### src/rtl/uart_regbank_pkg.sv
package uart_regbank_pkg;

    localparam int BUS_W       = 32;
    localparam int OFS_SHARED0 = 'h00;
    localparam int OFS_SHARED1 = 'h04;
    localparam int OFS_FCTL    = 'h08;
    localparam int OFS_LCTL    = 'h0C;
    localparam int OFS_LSTAT   = 'h14;
    localparam int OFS_STAT    = 'h7C;

    // one flag per register target of an access
    typedef struct packed {
        logic data;
        logic ier;
        logic dll;
        logic dlh;
        logic fctl;
        logic lctl;
        logic lstat;
        logic stat;
    } hit_t;

    typedef struct packed {
        logic             dlab;
        logic [1:0]       dls;
        logic [15:0]      div;
        logic [7:0]       ier;
        logic             fifo_en;
        logic             rx_clr;
        logic             tx_clr;
        logic [BUS_W-1:0] rdata;
    } regs_t;

endpackage

### src/rtl/uart_regbank_decode.sv
module uart_regbank_decode
    import uart_regbank_pkg::*;
#(
    parameter int ADDR_W = 8
) (
    input  logic [ADDR_W-1:0] addr,
    input  logic              dlab,
    output hit_t              hit
);

    always_comb begin
        hit = '0;
        if (addr == ADDR_W'(OFS_SHARED0)) begin
            hit.data = !dlab;
            hit.dll  = dlab;
        end
        if (addr == ADDR_W'(OFS_SHARED1)) begin
            hit.ier  = !dlab;
            hit.dlh  = dlab;
        end
        hit.fctl  = (addr == ADDR_W'(OFS_FCTL));
        hit.lctl  = (addr == ADDR_W'(OFS_LCTL));
        hit.lstat = (addr == ADDR_W'(OFS_LSTAT));
        hit.stat  = (addr == ADDR_W'(OFS_STAT));
    end

endmodule

### src/rtl/uart_regbank_status.sv
module uart_regbank_status
    import uart_regbank_pkg::*;
(
    input  logic             busy,
    input  logic             tx_full,
    input  logic             tx_empty,
    input  logic             rx_empty,
    input  logic             rx_full,
    output logic [BUS_W-1:0] stat_word,
    output logic [BUS_W-1:0] lstat_word
);

    always_comb begin
        stat_word     = '0;
        stat_word[0]  = busy;
        stat_word[1]  = !tx_full;
        stat_word[2]  = tx_empty;
        stat_word[3]  = !rx_empty;
        stat_word[4]  = rx_full;
        lstat_word    = '0;
        lstat_word[0] = !rx_empty;
        lstat_word[5] = !tx_full;
        lstat_word[6] = tx_empty && !busy;
    end

endmodule

### src/rtl/uart_regbank.sv
module uart_regbank
    import uart_regbank_pkg::*;
#(
    parameter int ADDR_W = 8
) (
    input  logic              clk,
    input  logic              rst_n,
    input  logic              bus_sel,
    input  logic              bus_wr,
    input  logic [ADDR_W-1:0] bus_addr,
    input  logic [BUS_W-1:0]  bus_wdata,
    output logic [BUS_W-1:0]  bus_rdata,
    output logic [15:0]       divisor,
    output logic [1:0]        char_len,
    output logic              fifo_en,
    output logic              rx_clr,
    output logic              tx_clr,
    output logic              tx_push,
    output logic [7:0]        tx_data,
    input  logic              tx_full,
    input  logic              tx_empty,
    output logic              rx_pop,
    input  logic [7:0]        rx_data,
    input  logic              rx_empty,
    input  logic              rx_full,
    input  logic              busy
);

    regs_t            r_d, r_q;
    hit_t             hit;
    logic             dlab;
    logic             wr_en, rd_en;
    logic [BUS_W-1:0] stat_word, lstat_word;

    assign dlab  = r_q.dlab;
    assign wr_en = bus_sel && bus_wr;
    assign rd_en = bus_sel && !bus_wr;

    uart_regbank_decode #(.ADDR_W(ADDR_W)) u_decode (
        .addr (bus_addr),
        .dlab (dlab),
        .hit  (hit)
    );

    uart_regbank_status u_status (
        .busy       (busy),
        .tx_full    (tx_full),
        .tx_empty   (tx_empty),
        .rx_empty   (rx_empty),
        .rx_full    (rx_full),
        .stat_word  (stat_word),
        .lstat_word (lstat_word)
    );

    always_comb begin
        r_d        = r_q;
        r_d.rx_clr = 1'b0;
        r_d.tx_clr = 1'b0;
        r_d.rdata  = '0;
        if (wr_en) begin
            if (hit.lctl) begin
                r_d.dlab = bus_wdata[7];
                r_d.dls  = bus_wdata[1:0];
            end
            if (hit.dll)  r_d.div[7:0]  = bus_wdata[7:0];
            if (hit.dlh)  r_d.div[15:8] = bus_wdata[7:0];
            if (hit.ier)  r_d.ier       = bus_wdata[7:0];
            if (hit.fctl) begin
                r_d.fifo_en = bus_wdata[0];
                r_d.rx_clr  = bus_wdata[1];
                r_d.tx_clr  = bus_wdata[2];
            end
        end
        if (rd_en) begin
            if (hit.data && !rx_empty) r_d.rdata = BUS_W'(rx_data);
            if (hit.dll)   r_d.rdata = BUS_W'(r_q.div[7:0]);
            if (hit.dlh)   r_d.rdata = BUS_W'(r_q.div[15:8]);
            if (hit.ier)   r_d.rdata = BUS_W'(r_q.ier);
            if (hit.fctl)  r_d.rdata = BUS_W'(r_q.fifo_en);
            if (hit.lctl)  r_d.rdata = BUS_W'({r_q.dlab, 5'b0, r_q.dls});
            if (hit.lstat) r_d.rdata = lstat_word;
            if (hit.stat)  r_d.rdata = stat_word;
        end
    end

    always_ff @(posedge clk or negedge rst_n) begin
        if (!rst_n) r_q <= '0;
        else        r_q <= r_d;
    end

    assign tx_push   = wr_en && hit.data && !tx_full;
    assign tx_data   = bus_wdata[7:0];
    assign rx_pop    = rd_en && hit.data && !rx_empty;
    assign bus_rdata = r_q.rdata;
    assign divisor   = r_q.div;
    assign char_len  = r_q.dls;
    assign fifo_en   = r_q.fifo_en;
    assign rx_clr    = r_q.rx_clr;
    assign tx_clr    = r_q.tx_clr;

endmodule

### config.mk
export PLATFORM = sky130hd
export DESIGN_NAME = uart_regbank
export DESIGN_NICKNAME = d
export VERILOG_FILES = /design/src/rtl/uart_regbank_pkg.sv /design/src/rtl/uart_regbank_decode.sv /design/src/rtl/uart_regbank_status.sv /design/src/rtl/uart_regbank.sv
export SDC_FILE = /design/constraint.sdc
export NUM_CORES = 1
export LEC_CHECK = 0
export CELL_PAD_IN_SITES_DETAIL_PLACEMENT = 1
export CELL_PAD_IN_SITES_GLOBAL_PLACEMENT = 1
export CORE_UTILIZATION = 45
export DETAILED_ROUTE_END_ITERATION = 8
export DONT_BUFFER_PORTS = 1
export MAX_ROUTING_LAYER = met4
export PLACE_DENSITY = 0.88
export SKIP_CTS_REPAIR_TIMING = 1
export SLEW_MARGIN = 30
export SYNTH_ARGS = -nofsm -noshare
export SYNTH_HDL_FRONTEND = slang
export SYNTH_SLANG_ARGS = --single-unit
### constraint.sdc
create_clock -name clk -period 1.9 [get_ports clk]
set_input_delay 0.095 -clock clk [delete_from_list [all_inputs] [get_ports clk]]
set_output_delay 0.095 -clock clk [all_outputs]
set_load 0.02 [all_outputs]
== Yosys cells after proc, flatten, opt, wreduce, memory -nomap -nowiden ==
Index checks and enable logic that the tools add are counted.
Word-level totals
  bits in registers: 62
  input port bits: 57
  output and inout bits: 63
  word-level logic and storage cells: 48
Operators by class
  equality and inequality tests: 5
  muxes and demuxes: 15
  reductions and logical operators: 19
Operator list (count)
  $mux 32: 7
  $eq 8x4->1 const B: 2
  $mux 8: 2
  $reduce_and 2->1: 5
  $eq 8x3->1 const B: 1
  $eq 8x5->1 const B: 1
  $eq 8x7->1 const B: 1
  $logic_and 1x1->1: 8
  $logic_not 8->1: 1
  $logic_not 1->1: 5
  $mux 1: 4
  $mux 2: 2

== Logic depth before layout (Yosys ltp) ==
  word-level depth: 12
  mapped depth: 6
  depth with buffers taken out: 4

== Hierarchy ==
From an unflattened synthesis, not the netlist that was laid out.
Second synthesis, totals
  cell total of the unflattened synthesis: 376
  area, all modules: 3822.4 um^2
Modules (own cells, without submodules)
  uart_regbank: instances 1, cells each 294, area an instance 3238.1 um^2, sequential area each 1551.5 um^2
  uart_regbank_status: instances 1, cells each 65, area an instance 483.0 um^2, sequential area each 0.0 um^2
  uart_regbank_decode: instances 1, cells each 17, area an instance 101.3 um^2, sequential area each 0.0 um^2

== Worst setup path before layout ==
No wires, ideal clock.
  path kind: reg-to-output
  from: reg r_q, in the netlist dlab
  to: out rx_pop
  data arrival time: 1.608 ns
  data required time: 1.805 ns
  path slack: 0.197 ns
  cell stages (with the launch flop): 4
  buffers on the path: 2
  cell sequence: dfrtp_1 -> buf_1 -> clkbuf_1 -> nor4_1
Between the ends
  word-level cells in the longest chain between the ends: 4
RTL lines
  start, declared: line uart_regbank.sv:29  | regs_t r_d, r_q;
  start signal, assigned: line uart_regbank.sv:88  | else r_q <= r_d;
  $logic_not 1->1: line uart_regbank_decode.sv:14  | hit.data = !dlab;
  $mux 1: line uart_regbank_decode.sv:13  | if (addr == ADDR_W'(OFS_SHARED0)) begin
  $logic_and 1x1->1 (2 in a row): line uart_regbank.sv:93  | assign rx_pop = rd_en && hit.data && !rx_empty;
  end, declared: line uart_regbank.sv:22  | output logic rx_pop,
Every way passes these cells.

==> impl_results.html <==
<table>
<tr><th>Metric</th><th>Value</th></tr>
<tr><th colspan="2">Clock network</th></tr>
<tr><td>Number of buffers added by the clock tree synthesis step</td><td>5</td></tr>
<tr><td>Maximum number of buffers from clock root to sink</td><td>2</td></tr>
<tr><td>Register clock-pin slew on the reported worst setup and hold paths</td><td>70 ps</td></tr>
<tr><td>Clock root buffer</td><td>clkbuf_8</td></tr>
<tr><td>Clk Latency, worst-skew pair</td><td>between 200 and 300 ps</td></tr>
<tr><td>Count of clock tree sinks</td><td>38</td></tr>
<tr><td>CTS tree</td><td>built</td></tr>
<tr><td>CTS H-Tree Depth</td><td>2</td></tr>
<tr><th colspan="2">Place</th></tr>
<tr><td>Place WS</td><td>212 ps</td></tr>
<tr><td>Total of buffers placed on input and output ports</td><td>0</td></tr>
<tr><td>Cell Count Post-Placement</td><td>256</td></tr>
<tr><td>Gp weighted congestion</td><td>0.923</td></tr>
<tr><td>Detail Placement HPWL</td><td>4170 um</td></tr>
<tr><td>Placed instance area</td><td>roughly 2100 um2</td></tr>
<tr><th colspan="2">Run</th></tr>
<tr><td>Maximum Capacitance Violations</td><td>0</td></tr>
<tr><th colspan="2">Yosys</th></tr>
<tr><td>Netlist area before placement</td><td>2370 um2</td></tr>
<tr><td>Most common flop cell mapped by yosys</td><td>dfrtp_1</td></tr>
<tr><td>Fraction of registers with async set or reset after synthesis</td><td>1.00</td></tr>
<tr><td>Yosys cell types</td><td>43</td></tr>
<tr><td>Count of flip-flops with a built-in enable after synthesis</td><td>0</td></tr>
<tr><td>Synth Area per Inst</td><td>10.8 um2</td></tr>
<tr><td>Flip-flop and latch count after synthesis</td><td>38</td></tr>
<tr><td>Seq/Total Area, Yosys</td><td>0.401</td></tr>
<tr><td>Number of synthesis warnings</td><td>0</td></tr>
<tr><td>Number of instances in the synthesized netlist</td><td>220</td></tr>
<tr><th colspan="2">Timing</th></tr>
<tr><td>Unrepaired setup endpoints after global routing</td><td>no</td></tr>
<tr><td>Accumulated negative setup slack</td><td>0 ps</td></tr>
<tr><td>Top achievable clock speed</td><td>~0.59 GHz</td></tr>
<tr><td>Post-Route Skew</td><td>roughly 5.8 ps</td></tr>
<tr><td>Minimum clock period after layout</td><td>between 1500 and 2000 ps</td></tr>
<tr><td>Final hold violation count</td><td>0</td></tr>
<tr><td>Final-report max-slew violation count</td><td>0</td></tr>
<tr><td>Hold slack</td><td>18.1 ps</td></tr>
<tr><td>Smallest setup slack after layout</td><td>~190 ps</td></tr>
<tr><td>Worst slew pin tran</td><td>574 ps</td></tr>
<tr><td>Portion of the clock cycle consumed by the worst path in the final layout</td><td>0.897</td></tr>
<tr><td>Number of setup violations in the final report</td><td>0</td></tr>
<tr><td>Tightest slew margin relative to the limit</td><td>0.607</td></tr>
<tr><th colspan="2">Drt</th></tr>
<tr><td>Vias per inst</td><td>5.55</td></tr>
<tr><td>Mean routed wirelength per cell</td><td>20.2 um</td></tr>
<tr><td>Via Count</td><td>1543</td></tr>
<tr><td>Number of design-rule violations left by the first detailed-router iteration</td><td>72</td></tr>
<tr><td>Detailed-route wire length</td><td>5620 um</td></tr>
<tr><td>Length of the first detailed-routing pass in iterations</td><td>4</td></tr>
<tr><td>Final routed DRC violation total</td><td>0</td></tr>
<tr><td>Antenna viol nets, final</td><td>0</td></tr>
<tr><th colspan="2">Cells and area</th></tr>
<tr><td>Share of cells above drive strength 1</td><td>0.250</td></tr>
<tr><td>Commonest non-fill, non-tap cells in the layout</td><td>dfrtp_1 (38), conb_1 (24), mux2_2 (21)</td></tr>
<tr><td>Layout overhead on the synthesized area</td><td>0.369%</td></tr>
<tr><td>Non-filler instance count after layout</td><td>roughly 280</td></tr>
<tr><td>Post-layout nets</td><td>264</td></tr>
<tr><td>Total inserted antenna cells</td><td>0</td></tr>
<tr><td>Most common cell after layout, fill and taps aside</td><td>dfrtp_1</td></tr>
<tr><td>Util after Layout</td><td>0.466</td></tr>
<tr><td>Summed area of non-filler cells in the final layout</td><td>2380 um2</td></tr>
<tr><th colspan="2">Run status</th></tr>
<tr><td>Result of the run</td><td>finished clean</td></tr>
<tr><th colspan="2">Setup path</th></tr>
<tr><td>Cell count of the worst reg-to-reg path</td><td>5</td></tr>
<tr><td>Worst R2R Start</td><td>dlab</td></tr>
<tr><td>CP Capture Type</td><td>flip-flop</td></tr>
<tr><td>Critical path required time</td><td>2070 ps</td></tr>
<tr><td>Register-to-Register Setup Slack</td><td>190 ps</td></tr>
<tr><td>CP Max Fanout</td><td>13</td></tr>
<tr><td>Terminus of the critical flop-to-flop path</td><td>bus_rdata[1]</td></tr>
<tr><td>Critical path data arrival time</td><td>1880 ps</td></tr>
<tr><td>Worst setup path class</td><td>flip-flop to flip-flop</td></tr>
<tr><td>Critical Path Start Type</td><td>flip-flop</td></tr>
<tr><th colspan="2">GRT</th></tr>
<tr><td>GR Util All Layers</td><td>0.209</td></tr>
<tr><td>Overall overflow remaining after global route</td><td>0</td></tr>
<tr><td>Largest net degree at the start of global routing</td><td>39</td></tr>
<tr><td>Vias in the first global route</td><td>approximately 1500</td></tr>
<tr><td>Antenna violations before repair</td><td>0</td></tr>
<tr><td>Global-route met2 utilization</td><td>0.343</td></tr>
<tr><td>First-pass GRT wire length</td><td>8150 um</td></tr>
<tr><td>Global routing met1 resource utilization</td><td>0.248</td></tr>
<tr><td>Most used routing layer</td><td>met2</td></tr>
<tr><td>GR Layer Usage met3</td><td>0.0528</td></tr>
<tr><th colspan="2">Floorplanning</th></tr>
<tr><td>Die X</td><td>74.6 um</td></tr>
<tr><td>Site row count</td><td>26</td></tr>
<tr><td>Floorplan core area</td><td>between 5000 and 6000 um2</td></tr>
<tr><td>Total Die Area</td><td>5570 um2</td></tr>
<tr><td>Height of the die</td><td>74.6 um</td></tr>
<tr><td>I/O pin total</td><td>120</td></tr>
<tr><td>Initial core utilization</td><td>0.464</td></tr>
<tr><th colspan="2">Hold path</th></tr>
<tr><td>Launch point of the worst hold path</td><td>rx_empty</td></tr>
<tr><td>Worst min-delay path class</td><td>input port to flip-flop</td></tr>
<tr><td>WHS Endpoint</td><td>bus_rdata[3]</td></tr>
<tr><td>Hold depth</td><td>2</td></tr>
<tr><th colspan="2">Power</th></tr>
<tr><td>Standby leakage power</td><td>between 1 and 1.5 nW</td></tr>
<tr><td>Worst IR Drop VDD</td><td>0.349 mV</td></tr>
<tr><td>Post-layout total power</td><td>1.55 mW</td></tr>
<tr><td>Power density over the cells</td><td>651 nW/um2</td></tr>
</table>
## power breakdown
part | total [mW] | internal, mW | leakage (nW) | switching (mW)
Clock | 0.571 | 0.293 | 0.0482 | 0.279
Combinational | 0.155 | 0.0533 | 0.542 | 0.102
Sequential | 0.823 | 0.816 | 0.530 | 0.00791
## cell usage after synthesis (2+ instances only)
library cell / number / area share
and2_1: 3 / 0.0079
nand2b_1: 2 / 0.0053
nand2_1: 9 / 0.014
mux2_2: 21 / 0.10
nor2_1: 7 / 0.011
a22oi_1: 4 / 0.013
inv_1: 3 / 0.0047
a21oi_1: 5 / 0.011
buf_4: 58 / 0.18
nor3b_1: 2 / 0.0063
nand3_1: 5 / 0.011
o21a_1: 4 / 0.013
o32a_1: 2 / 0.0084
o22ai_1: 2 / 0.0053
nor4_1: 3 / 0.0079
o211ai_1: 2 / 0.0063
clkbuf_1: 5 / 0.0079
nor3_1: 4 / 0.0084
a221oi_1: 3 / 0.011
dfrtp_1: 38 / 0.40
mux2i_1: 7 / 0.030
mux2_4: 8 / 0.051
and3_1: 3 / 0.0079
## worst max-delay path: stages (launching register included)
cell,delay [ps]
dfrtp_1,390
buf_4,230
mux2_2,370
mux2i_1,230
o22ai_1,160
o21a_1,210
## cells by family after synthesis
kind of cell           after synthesis  synth area share
buffers and inverters               69             0.205
multiplexers                        36             0.180
other                                1           0.00158
flip-flops                          38             0.401
AND/OR/NAND/NOR                     47             0.119
AO/OA/AOI/OAI                       29            0.0944
## registers in the layout, summed over array words and instances (netlist names)
| name | count |
|---|---|
| divisor | 16 |
| bus_rdata | 8 |
| r_q | 8 |
| char_len | 2 |
| dlab | 1 |
| fifo_en | 1 |
| rx_clr | 1 |
| tx_clr | 1 |
## how the worst max path moves through the flow
stage	from	to	slack, ps
floorplan	dlab	rx_pop	200
global placement	bus_addr[7]	divisor[0]	260
detailed placement	bus_addr[7]	divisor[15]	210
CTS	dlab	bus_rdata[1]	220
global route	dlab	bus_rdata[1]	160
finish	dlab	bus_rdata[1]	190
## per-layer routing
layer | up-vias | wire (um) | part of all wire
met5 | - | 0 | 0
met4 | 0 | 99 | 0.018
met3 | 11 | 355 | 0.063
met2 | 73 | 2880 | 0.51
met1 | 783 | 2290 | 0.41
li1 | 676 | - | -
## layout make-up
type | instances | area, um2
flip-flops and latches | 38 | 951
clock inverters | 1 | 5.00
fillers | 581 | 2730
inverters | 3 | 11.3
multi-input cells | 136 | 1020
repair buffers | 23 | 218
clock buffers | 7 | 86.3
well taps | 70 | 87.6
Power figures use the tool's default switching activity.
